`config.mk`:
```
export PLATFORM = sky130hd
export DESIGN_NAME = flash_err_status
export DESIGN_NICKNAME = d
export VERILOG_FILES = /design/src/rtl/flash_err_pkg.sv /design/src/rtl/flash_region_match.sv /design/src/rtl/flash_access_check.sv /design/src/rtl/flash_status_reg.sv /design/src/rtl/flash_err_status.sv
export SDC_FILE = /design/constraint.sdc
export NUM_CORES = 1
export LEC_CHECK = 0
export ABC_AREA = 1
export BUFFER_PORTS_ARGS = -buffer_cell sky130_fd_sc_hd__buf_2
export CAP_MARGIN = 5
export CORE_ASPECT_RATIO = 0.5
export CORE_UTILIZATION = 45
export DETAILED_ROUTE_END_ITERATION = 7
export PLACE_DENSITY = 0.86
export SYNTH_ARGS = -nofsm -noshare
export SYNTH_HDL_FRONTEND = slang
export SYNTH_SLANG_ARGS = --single-unit
```
`constraint.sdc`:
```
create_clock -name clk -period 3.5 [get_ports clk]
set_clock_uncertainty 0.05 [all_clocks]
set_input_delay 0.35 -clock clk [delete_from_list [all_inputs] [get_ports clk]]
set_output_delay 0.35 -clock clk [all_outputs]
set_load 0.01 [all_outputs]
```
`src/rtl/flash_err_pkg.sv`:
```
package flash_err_pkg;

    typedef enum logic [1:0] {
        KIND_PROG  = 2'd0,
        KIND_ERASE = 2'd1,
        KIND_READ  = 2'd2,
        KIND_NONE  = 2'd3
    } req_kind_e;

    typedef logic [1:0] size_code_t;

    typedef struct packed {
        logic rd;   // read-protect hit
        logic seq;  // program not armed
        logic par;  // size mismatch
        logic row;  // row crossing
        logic wp;   // write-protect hit
    } err_set_t;

    localparam int BIT_EOP   = 0;
    localparam int BIT_OPERR = 1;
    localparam int BIT_WP    = 4;
    localparam int BIT_ROW   = 5;
    localparam int BIT_PAR   = 6;
    localparam int BIT_SEQ   = 7;
    localparam int BIT_RD    = 8;
    localparam int BIT_BUSY  = 16;

    function automatic logic [31:0] last_byte(input logic [31:0] a, input size_code_t s);
        return a + ((32'd1 << s) - 32'd1);
    endfunction

    function automatic logic any_prog_err(input err_set_t e);
        return e.seq | e.par | e.row | e.wp;
    endfunction

endpackage

```
`src/rtl/flash_region_match.sv`:
```
module flash_region_match #(
    parameter int N_RANGE = 2,
    parameter int AW      = 32
) (
    input  logic [N_RANGE-1:0][AW-1:0] lo,
    input  logic [N_RANGE-1:0][AW-1:0] hi,
    input  logic [AW-1:0]              addr,
    output logic                       hit
);
    logic [N_RANGE-1:0] in_rng;

    for (genvar g = 0; g < N_RANGE; g++) begin : g_rng
        assign in_rng[g] = (addr >= lo[g]) && (addr <= hi[g]);
    end

    assign hit = |in_rng;
endmodule

```
`src/rtl/flash_access_check.sv`:
```
module flash_access_check
    import flash_err_pkg::*;
#(
    parameter int ROW_BYTES = 16
) (
    input  logic       valid,
    input  req_kind_e  kind,
    input  logic [31:0] addr,
    input  size_code_t size,
    input  size_code_t psize,
    input  logic       armed,
    input  logic       wp_hit,
    input  logic       rp_hit,
    output err_set_t   err
);
    localparam int ROW_LSB = $clog2(ROW_BYTES);

    logic        is_prog, is_erase, is_read;
    logic [31:0] end_addr;

    assign is_prog  = valid && (kind == KIND_PROG);
    assign is_erase = valid && (kind == KIND_ERASE);
    assign is_read  = valid && (kind == KIND_READ);
    assign end_addr = last_byte(addr, size);

    always_comb begin
        err     = '0;
        err.seq = is_prog && !armed;
        err.par = is_prog && (size != psize);
        err.row = is_prog && (addr[31:ROW_LSB] != end_addr[31:ROW_LSB]);
        err.wp  = (is_prog || is_erase) && wp_hit;
        err.rd  = is_read && rp_hit;
    end

    // reads never produce program-side errors
    always_comb begin
        assert_read_no_prog_err_R8: assert (!(is_read && any_prog_err(err)));
    end
endmodule

```
`src/rtl/flash_status_reg.sv`:
```
module flash_status_reg
    import flash_err_pkg::*;
(
    input  logic        clk,
    input  logic        rst,
    input  err_set_t    hw_set,
    input  logic        start,
    input  logic        done,
    input  logic        wr_en,
    input  logic [3:0]  wr_be,
    input  logic [31:0] wr_data,
    output logic [31:0] word,
    output logic        busy
);
    logic eop_q, operr_q, wp_q, row_q, par_q, seq_q, rd_q, busy_q;
    logic lane0, lane1, finish, op_err;

    assign lane0  = wr_en && wr_be[0];
    assign lane1  = wr_en && wr_be[1];
    assign finish = busy_q && done;
    assign op_err = any_prog_err(hw_set);

    always_ff @(posedge clk) begin
        if (rst) begin
            eop_q <= 1'b0; operr_q <= 1'b0; wp_q <= 1'b0; row_q <= 1'b0;
            par_q <= 1'b0; seq_q <= 1'b0; rd_q <= 1'b0; busy_q <= 1'b0;
        end else begin
            // set has priority over write-one clear
            eop_q   <= finish     | (eop_q   & ~(lane0 & wr_data[BIT_EOP]));
            operr_q <= op_err     | (operr_q & ~(lane0 & wr_data[BIT_OPERR]));
            wp_q    <= hw_set.wp  | (wp_q    & ~(lane0 & wr_data[BIT_WP]));
            row_q   <= hw_set.row | (row_q   & ~(lane0 & wr_data[BIT_ROW]));
            par_q   <= hw_set.par | (par_q   & ~(lane0 & wr_data[BIT_PAR]));
            seq_q   <= hw_set.seq | (seq_q   & ~(lane0 & wr_data[BIT_SEQ]));
            rd_q    <= hw_set.rd  | (rd_q    & ~(lane1 & wr_data[BIT_RD]));
            if (start)       busy_q <= 1'b1;
            else if (finish) busy_q <= 1'b0;
        end
    end

    always_comb begin
        word            = '0;
        word[BIT_EOP]   = eop_q;
        word[BIT_OPERR] = operr_q;
        word[BIT_WP]    = wp_q;
        word[BIT_ROW]   = row_q;
        word[BIT_PAR]   = par_q;
        word[BIT_SEQ]   = seq_q;
        word[BIT_RD]    = rd_q;
        word[BIT_BUSY]  = busy_q;
    end
    assign busy = busy_q;

    logic unused_wdata;
    assign unused_wdata = ^{wr_data[31:9], wr_data[3:2], wr_be[3:2]};

    assert_hw_set_wins_R11: assert property (@(posedge clk) disable iff (rst)
        hw_set.wp |=> wp_q);
    assert_operr_follows_R9: assert property (@(posedge clk) disable iff (rst)
        op_err |=> operr_q);
    assert_eop_on_done_R3: assert property (@(posedge clk) disable iff (rst)
        (busy_q && done && !start) |=> (eop_q && !busy_q));
    assert_w0_no_effect_R10: assert property (@(posedge clk) disable iff (rst)
        (!hw_set.seq && !(lane0 && wr_data[BIT_SEQ])) |=> (seq_q == $past(seq_q)));
endmodule

```
`src/rtl/flash_err_status.sv`:
```
module flash_err_status
    import flash_err_pkg::*;
#(
    parameter int ADDR_W     = 8,
    parameter int STATUS_ADR = 'h0C,
    parameter int N_WP       = 2,
    parameter int N_RP       = 2,
    parameter int ROW_BYTES  = 16
) (
    input  logic                   clk,
    input  logic                   rst,
    input  logic [ADDR_W-1:0]      reg_addr,
    input  logic                   reg_rd,
    input  logic                   reg_wr,
    input  logic [3:0]             reg_be,
    input  logic [31:0]            reg_wdata,
    output logic [31:0]            reg_rdata,
    input  logic                   req_valid,
    input  logic [1:0]             req_kind,
    input  logic [31:0]            req_addr,
    input  logic [1:0]             req_size,
    input  logic                   ctl_prog_armed,
    input  logic [1:0]             ctl_psize,
    input  logic [N_WP-1:0][31:0]  wp_lo,
    input  logic [N_WP-1:0][31:0]  wp_hi,
    input  logic [N_RP-1:0][31:0]  rp_lo,
    input  logic [N_RP-1:0][31:0]  rp_hi,
    input  logic                   op_done,
    output logic                   op_start
);
    req_kind_e   kind;
    logic        reg_hit, is_write, check_valid, wp_hit, rp_hit, busy;
    err_set_t    err;
    logic [31:0] word;

    assign kind        = req_kind_e'(req_kind);
    assign reg_hit     = (reg_addr == ADDR_W'(STATUS_ADR));
    assign is_write    = (kind == KIND_PROG) || (kind == KIND_ERASE);
    assign check_valid = req_valid && !(is_write && busy);

    flash_region_match #(.N_RANGE(N_WP), .AW(32)) u_wp_match (
        .lo(wp_lo), .hi(wp_hi), .addr(req_addr), .hit(wp_hit));

    flash_region_match #(.N_RANGE(N_RP), .AW(32)) u_rp_match (
        .lo(rp_lo), .hi(rp_hi), .addr(req_addr), .hit(rp_hit));

    flash_access_check #(.ROW_BYTES(ROW_BYTES)) u_check (
        .valid(check_valid), .kind(kind), .addr(req_addr), .size(req_size),
        .psize(ctl_psize), .armed(ctl_prog_armed), .wp_hit(wp_hit),
        .rp_hit(rp_hit), .err(err));

    assign op_start = check_valid && is_write && !any_prog_err(err);

    flash_status_reg u_status (
        .clk(clk), .rst(rst), .hw_set(err), .start(op_start), .done(op_done),
        .wr_en(reg_wr && reg_hit), .wr_be(reg_be), .wr_data(reg_wdata),
        .word(word), .busy(busy));

    assign reg_rdata = (reg_rd && reg_hit) ? word : 32'd0;

    assert_start_when_idle_R12: assert property (@(posedge clk) disable iff (rst)
        op_start |-> !busy);
    assert_busy_from_start_R3: assert property (@(posedge clk) disable iff (rst)
        $rose(busy) |-> $past(op_start));
endmodule

```
Word level (Yosys, flattened, before mapping)

Index checks and enable logic that the tools add are counted.

Bits in registers: 8
Input bits: 345
Word-level logic and storage cells: 88

Add/subtract/negate cells: 2
Order comparisons: 8
Eq/ne operators: 5
Shift operators: 1
Muxes and demuxes: 3
Bitwise operators: 31
Reductions and logical operators: 30

Operator list:

| kind                                                                   | count |
|---|---|
| 32-bit greater-or-equal comparator                                     | 4 |
| 32-bit <= comparator                                                   | 4 |
| 32-bit adder                                                           | 1 |
| 1-bit by 2-bit << shifter with 32-bit output (first input constant)    | 1 |
| 32-bit by 1-bit subtractor with 32-bit output (second input constant)  | 1 |
| 28-bit != test                                                         | 1 |
| 1-bit logical AND                                                      | 21 |
| 17-bit two-way mux                                                     | 1 |
| 1-bit bitwise AND                                                      | 14 |
| 1-bit OR                                                               | 10 |
| 8-bit by 4-bit equality test with 1-bit output (second input constant) | 1 |
| 1-bit inverter                                                         | 7 |
| 2-bit OR reduction                                                     | 2 |
| 1-bit logical NOT                                                      | 3 |
| 2-bit by 1-bit equality test with 1-bit output (second input constant) | 1 |
| 2-bit equality test (second input constant)                            | 1 |
| 2-bit logical NOT                                                      | 1 |
| 1-bit logical OR                                                       | 2 |
| 1-bit two-way mux                                                      | 2 |
| 2-bit != test                                                          | 1 |
| 2-bit nonzero test                                                     | 1 |

Longest topological paths before layout

Depth in word-level cells: 13
Gate-level depth with buffers: 26
Gate-level depth less buffers: 26

Modules after synthesis

A second synthesis with hierarchy kept.

Cell total of the unflattened synthesis: 1807
Area, all modules: 10581.4 um^2

By module, submodules not included:

| module             | instances | cells each | area each (um^2) | seq. area each (um^2) |
|---|---|---|---|---|
| flash_region_match | 2         | 543        | 3375.7           | 0.0 |
| flash_access_check | 1         | 558        | 2807.7           | 0.0 |
| flash_status_reg   | 1         | 74         | 551.8            | 160.2 |
| flash_err_status   | 1         | 89         | 470.5            | 0.0 |

Least setup slack after synthesis

Ideal clock, no wire load.

Kind: input port to output port
Start: input port req_size[0]
End: output port op_start
Data arrival time: 2.321 ns
Data required time: 3.100 ns
Slack: 0.779 ns
Stages: 22
Path buffers: 0
Path through: inv_1 nand2_1 ha_1 inv_1 ha_1 nand2_1 inv_1 nand3_2 nand2_2 nand2_2 nand2_2 nand2_2 nand2_2 xor2_1 inv_1 nor2_1 nand3_1 nor2_1 nand3_1 nand2_2 nand3_2 inv_1

Cells in the longest elaborated chain, start to end: 9

RTL lines:

| what                                          | line                     | RTL |
|---|---|---|
| start: declaration                            | flash_err_status.sv:21   | `input logic [1:0] req_size,` |
| 1-bit by 2-bit << shifter with 32-bit output  | flash_err_pkg.sv:30      | `return a + ((32'd1 << s) - 32'd1);` |
| 32-bit by 1-bit subtractor with 32-bit output | flash_err_pkg.sv:30      |  |
| 32-bit adder                                  | flash_err_pkg.sv:30      |  |
| 28-bit != test                                | flash_access_check.sv:30 | `err.row = is_prog && (addr[31:ROW_LSB] != end_addr[31:ROW_LSB]);` |
| 1-bit logical AND                             | flash_access_check.sv:30 |  |
| 1-bit OR * (2 in a row)                       | flash_err_pkg.sv:34      | `return e.seq \| e.par \| e.row \| e.wp;` |
| 1-bit logical NOT *                           | flash_err_status.sv:52   | `assign op_start = check_valid && is_write && !any_prog_err(err);` |
| 1-bit logical AND *                           | flash_err_status.sv:52   |  |
| end: declaration                              | flash_err_status.sv:29   | `output logic op_start` |

Every way passes the cells marked *; elsewhere a longest branch is shown, timed or not.

Worst setup path in the final report

Same ends and word-level chain as after synthesis.

==> flow_metrics.py <==
metrics = {
    "worst_setup_path": {
        "max_stage_delay_ns": 0.28,
        "slowest_stage": "ha_1",
        "cpMostUsedCell": "nand2_1",
        "r2r_end": "u_status.busy",
        "regToRegSetupSlack_ns": 1.79,
        "critical_path_buf_inv_count": 5,
        "crit_family": "simple AND/OR/NAND/NOR gates",
        "start_kind": "input pin",
        "crit_fanout": 5,
        "ff2ff_path_depth": 8,
        "worstSetupEndpointType": "output port",
        "worstPathArrival_ns": 2.88,
        "crit_chain": "clkbuf_4 > inv_1 > nand2_1 > ha_1 > inv_2 > ha_4 > nand3_2 > nand2_2 > nand2_1 > nand2_2 > nand2_1 > nand2_2 > nand2_1 > nand3_1 > nand2_1 > nor2_1 > nand3_1 > nor2_2 > nand3_2 > nand2_2 > nand3_2 > inv_2 > buf_2",
        "r2r_start": "u_status.busy",
        "path_class": "in -> out",
        "critical_path_required_ns": 3.10,
    },
    "cells_and_area": {
        "drive_gt1_share_pct": 20.5,
        "finalNonFillerCells": 2297,
        "syn_to_final_growth_pct": 23.4,
        "mostFrequentLayoutCells": "426 x inv_1, 334 x nand2_1, 323 x buf_2, 285 x ha_1, 146 x a21oi_1",
        "final_common_cell": "inv_1",
        "final_nets": 2627,
    },
    "die": {
        "design.core.area_mm2": 0.0210,
        "num_io_pins": 378,
        "die_y_um": 107,
        "rows": 37,
        "start_util_pct": 47.0,
        "die_area_mm2": 0.0225,
        "die-width_um": 211,
    },
    "timing": {
        "relSlewSlack_pct": 58.3,
        "setup_viol": 0,
        "timing_hold_violations_final": 0,
        "finalCritPeriodShare_pct": 93.7,
        "drv_slew": 0,
        "setup_ws_ns": 0.220,
        "fmax_mhz": 305,
        "setup_tns_ns": 0,
        "worstMarginPinSlew_ns": 0.619,
        "fin_crit_ns": 3.28,
    },
    "yosys": {
        "synthTopCellsByArea": "ha_1 37%, inv_1 16%, nand2_1 13%",
        "synth_xor_area_share_pct": 2.31,
        "synth_top_area_share_pct": 36.6,
        "synth_top_family_by_area": "adder cells",
        "synth.distinct_cells": 43,
        "synthFlopType": "dfxtp_1",
        "synthMuxAreaShare_pct": 0,
        "syn-cell-area_mm2": 0.00985,
        "async_flop_share_pct": 0,
        "post_synth.cell_area_avg_um2": 6.02,
        "seq_area_frac_synth_pct": 1.63,
        "synth-warning-count": 0,
        "synth_compound_gate_area_share_pct": 14.8,
        "ys_ff_latch": 8,
        "synthAdderAreaFrac_pct": 36.6,
        "netlist_instances": 1636,
        "synth_edf_count": 0,
        "synthSimpleGateAreaFrac_pct": 26.5,
        "synth.largest_area_cell": "ha_1",
    },
    "grt": {
        "use_met1_pct": 36.8,
        "grt_pass1_wl_mm": 50.6,
        "met3_usage_pct": 3.46,
        "grt_pass1_vias": 10600,
        "busiest_layer": "met2",
        "grt.total_usage_pct": 28.3,
        "overflow": 0,
        "antenna_found_initial": 13,
        "grt.met2_usage_pct": 47.6,
        "grt_max_degree": 12,
    },
    "power": {
        "p_int_uw": 883,
        "p_seq_share_pct": 5.5,
        "power_density_mw_per_mm2": 151,
        "clkPwrFrac_pct": 10.5,
        "ir_drop_v": 0.000160,
        "switching_share_pct": 51.9,
        "switchingPower_uw": 953,
        "p_leak_nw": 7.75,
        "comb_power_share_pct": 84.1,
    },
    "placement": {
        "dpl_worst_slack_ns": 0.128,
        "place_congestion": 0.976,
        "post-place-cells": 2280,
        "hpwl_mm": 29.1,
        "io_buffers": 326,
    },
    "clock_network": {
        "clockBufferDepth": 2,
        "cts_tree": "built",
        "clock-root-buffer": "clkbuf_16",
        "cts.clk_slew.worst_paths_ns": 0.04,
        "clk_latency_ns": 0.23,
        "cts_max_level": 1,
        "numCtsBuffers": 3,
        "clock-sinks": 8,
        "cts_hold_buffers": 0,
    },
    "run": {
        "max_cap_violations": 0,
    },
    "worst_hold_path": {
        "holdPathEnd": "u_status.eop_q",
        "hold_path_startpoint": "op_done",
        "holdCritPathClass": "in -> reg",
        "whs_path_depth": 3,
    },
    "route": {
        "avgRoutedWirePerCell_um": 14.3,
        "ant_nets": 0,
        "vias_per_cell": 5.06,
        "wl_mm": 32.9,
        "drc": 0,
        "vias": 11600,
        "drt_iter0_drc": 798,
        "first_pass_iters": 7,
    },
    "status": {
        "status": "completed",
    },
}
how the worst max path moves through the flow:
stage,startpoint,to,cells past startpoint,slack (ns)
after floorplan,req_size[0],op_start,22,0.78
after global placement,req_size[0],op_start,25,0.19
after detailed placement,req_size[0],op_start,25,0.13
after CTS,req_size[0],op_start,25,0.10
after global routing,req_size[0],op_start,26,-0.03
final,req_size[0],op_start,23,0.22
metal layers:
layer | up-vias | wire [µm]
met1 | 5128 | 14500
met3 | 95 | 2520
met4 | 2 | 1210
met2 | 432 | 14700
met5 | - | 14
li1 | 5956 | -
synthesized netlist by cell type (3+ instances only):
cell      instances
a211oi_1          9
a31oi_1           6
ha_1            288
a21o_1            4
nand3_1          55
nor2_1          108
nand2_2          17
o221a_2           3
nand3b_1          8
xor2_1           13
a21oi_1         146
nand4_1          29
nor2_2            3
o211ai_1         11
o21ai_0          46
inv_1           428
nor3_2            4
buf_4            24
o21a_1           12
dfxtp_1           8
o221ai_1          3
nor3_1           20
nand2_1         341
xnor2_1          13
o21bai_1          4
nor4_1            6
nand3_2           4
logic make-up after synthesis:
| family | after synthesis |
|---|---|
| AO/OA/AOI/OAI | 256 |
| XOR/XNOR | 26 |
| adder cells (fa/ha/maj) | 288 |
| buffers and inverters | 453 |
| flip-flops | 8 |
| other | 1 |
| AND/OR/NAND/NOR | 604 |
sequential cells by signal, indices dropped and copies added, names as in the netlist:
name,flops
u_status.busy,1
u_status.eop_q,1
u_status.operr_q,1
u_status.par_q,1
u_status.rd_q,1
u_status.row_q,1
u_status.seq_q,1
u_status.wp_q,1
power groups by stage:
| stage | logic, mW | clock network (mW) | registers (mW) |
|---|---|---|---|
| 6_report | 1.54 | 0.192 | 0.100 |
| 2_1_floorplan | 0.971 | 0 | 0.101 |
| 4_1_cts | 1.50 | 0.193 | 0.100 |
| 3_3_place_gp | 1.45 | 0 | 0.101 |
| 3_5_place_dp | 1.49 | 0 | 0.101 |
| 5_1_grt | 1.75 | 0.199 | 0.100 |
metrics by stage:
| step | utilization (%) | power, mW | hold WS [ns] | cell area, µm² |
|---|---|---|---|---|
| global placement | 57.0 | 1.55 | 0.405 | 12000 |
| floorplan | - | 1.07 | 0.394 | 9930 |
| CTS | 57.4 | 1.79 | 0.325 | 12000 |
| global route | 57.9 | 2.05 | 0.342 | 12200 |
| detailed placement | 57.0 | 1.59 | 0.410 | 12000 |
| finish | 58.0 | 1.84 | 0.323 | 12200 |
cell type report:
type	count	area, µm²
flip-flops and latches	8	160
clock buffers	3	75.1
repair buffers	355	1860
diodes	13	32.5
well taps	292	365
multi-input cells	1198	8060
fillers	2034	8820
inverters	428	1610
worst reg2reg max path, cell delays in order, from the launching register on:
cell,delay [ns]
dfxtp_1,0.31
nor3_1,0.41
inv_1,0.08
nor2_1,0.22
o21ai_0,0.18
nand2_1,0.10
a21oi_1,0.06
nand3_2,0.12
a21oi_2,0.05
timing repair:
item	4_1_cts	5_1_grt
setup endpoints to repair	0	1
setup buffers	0	1
resized for setup	0	20
Power figures use the tool's default switching activity.
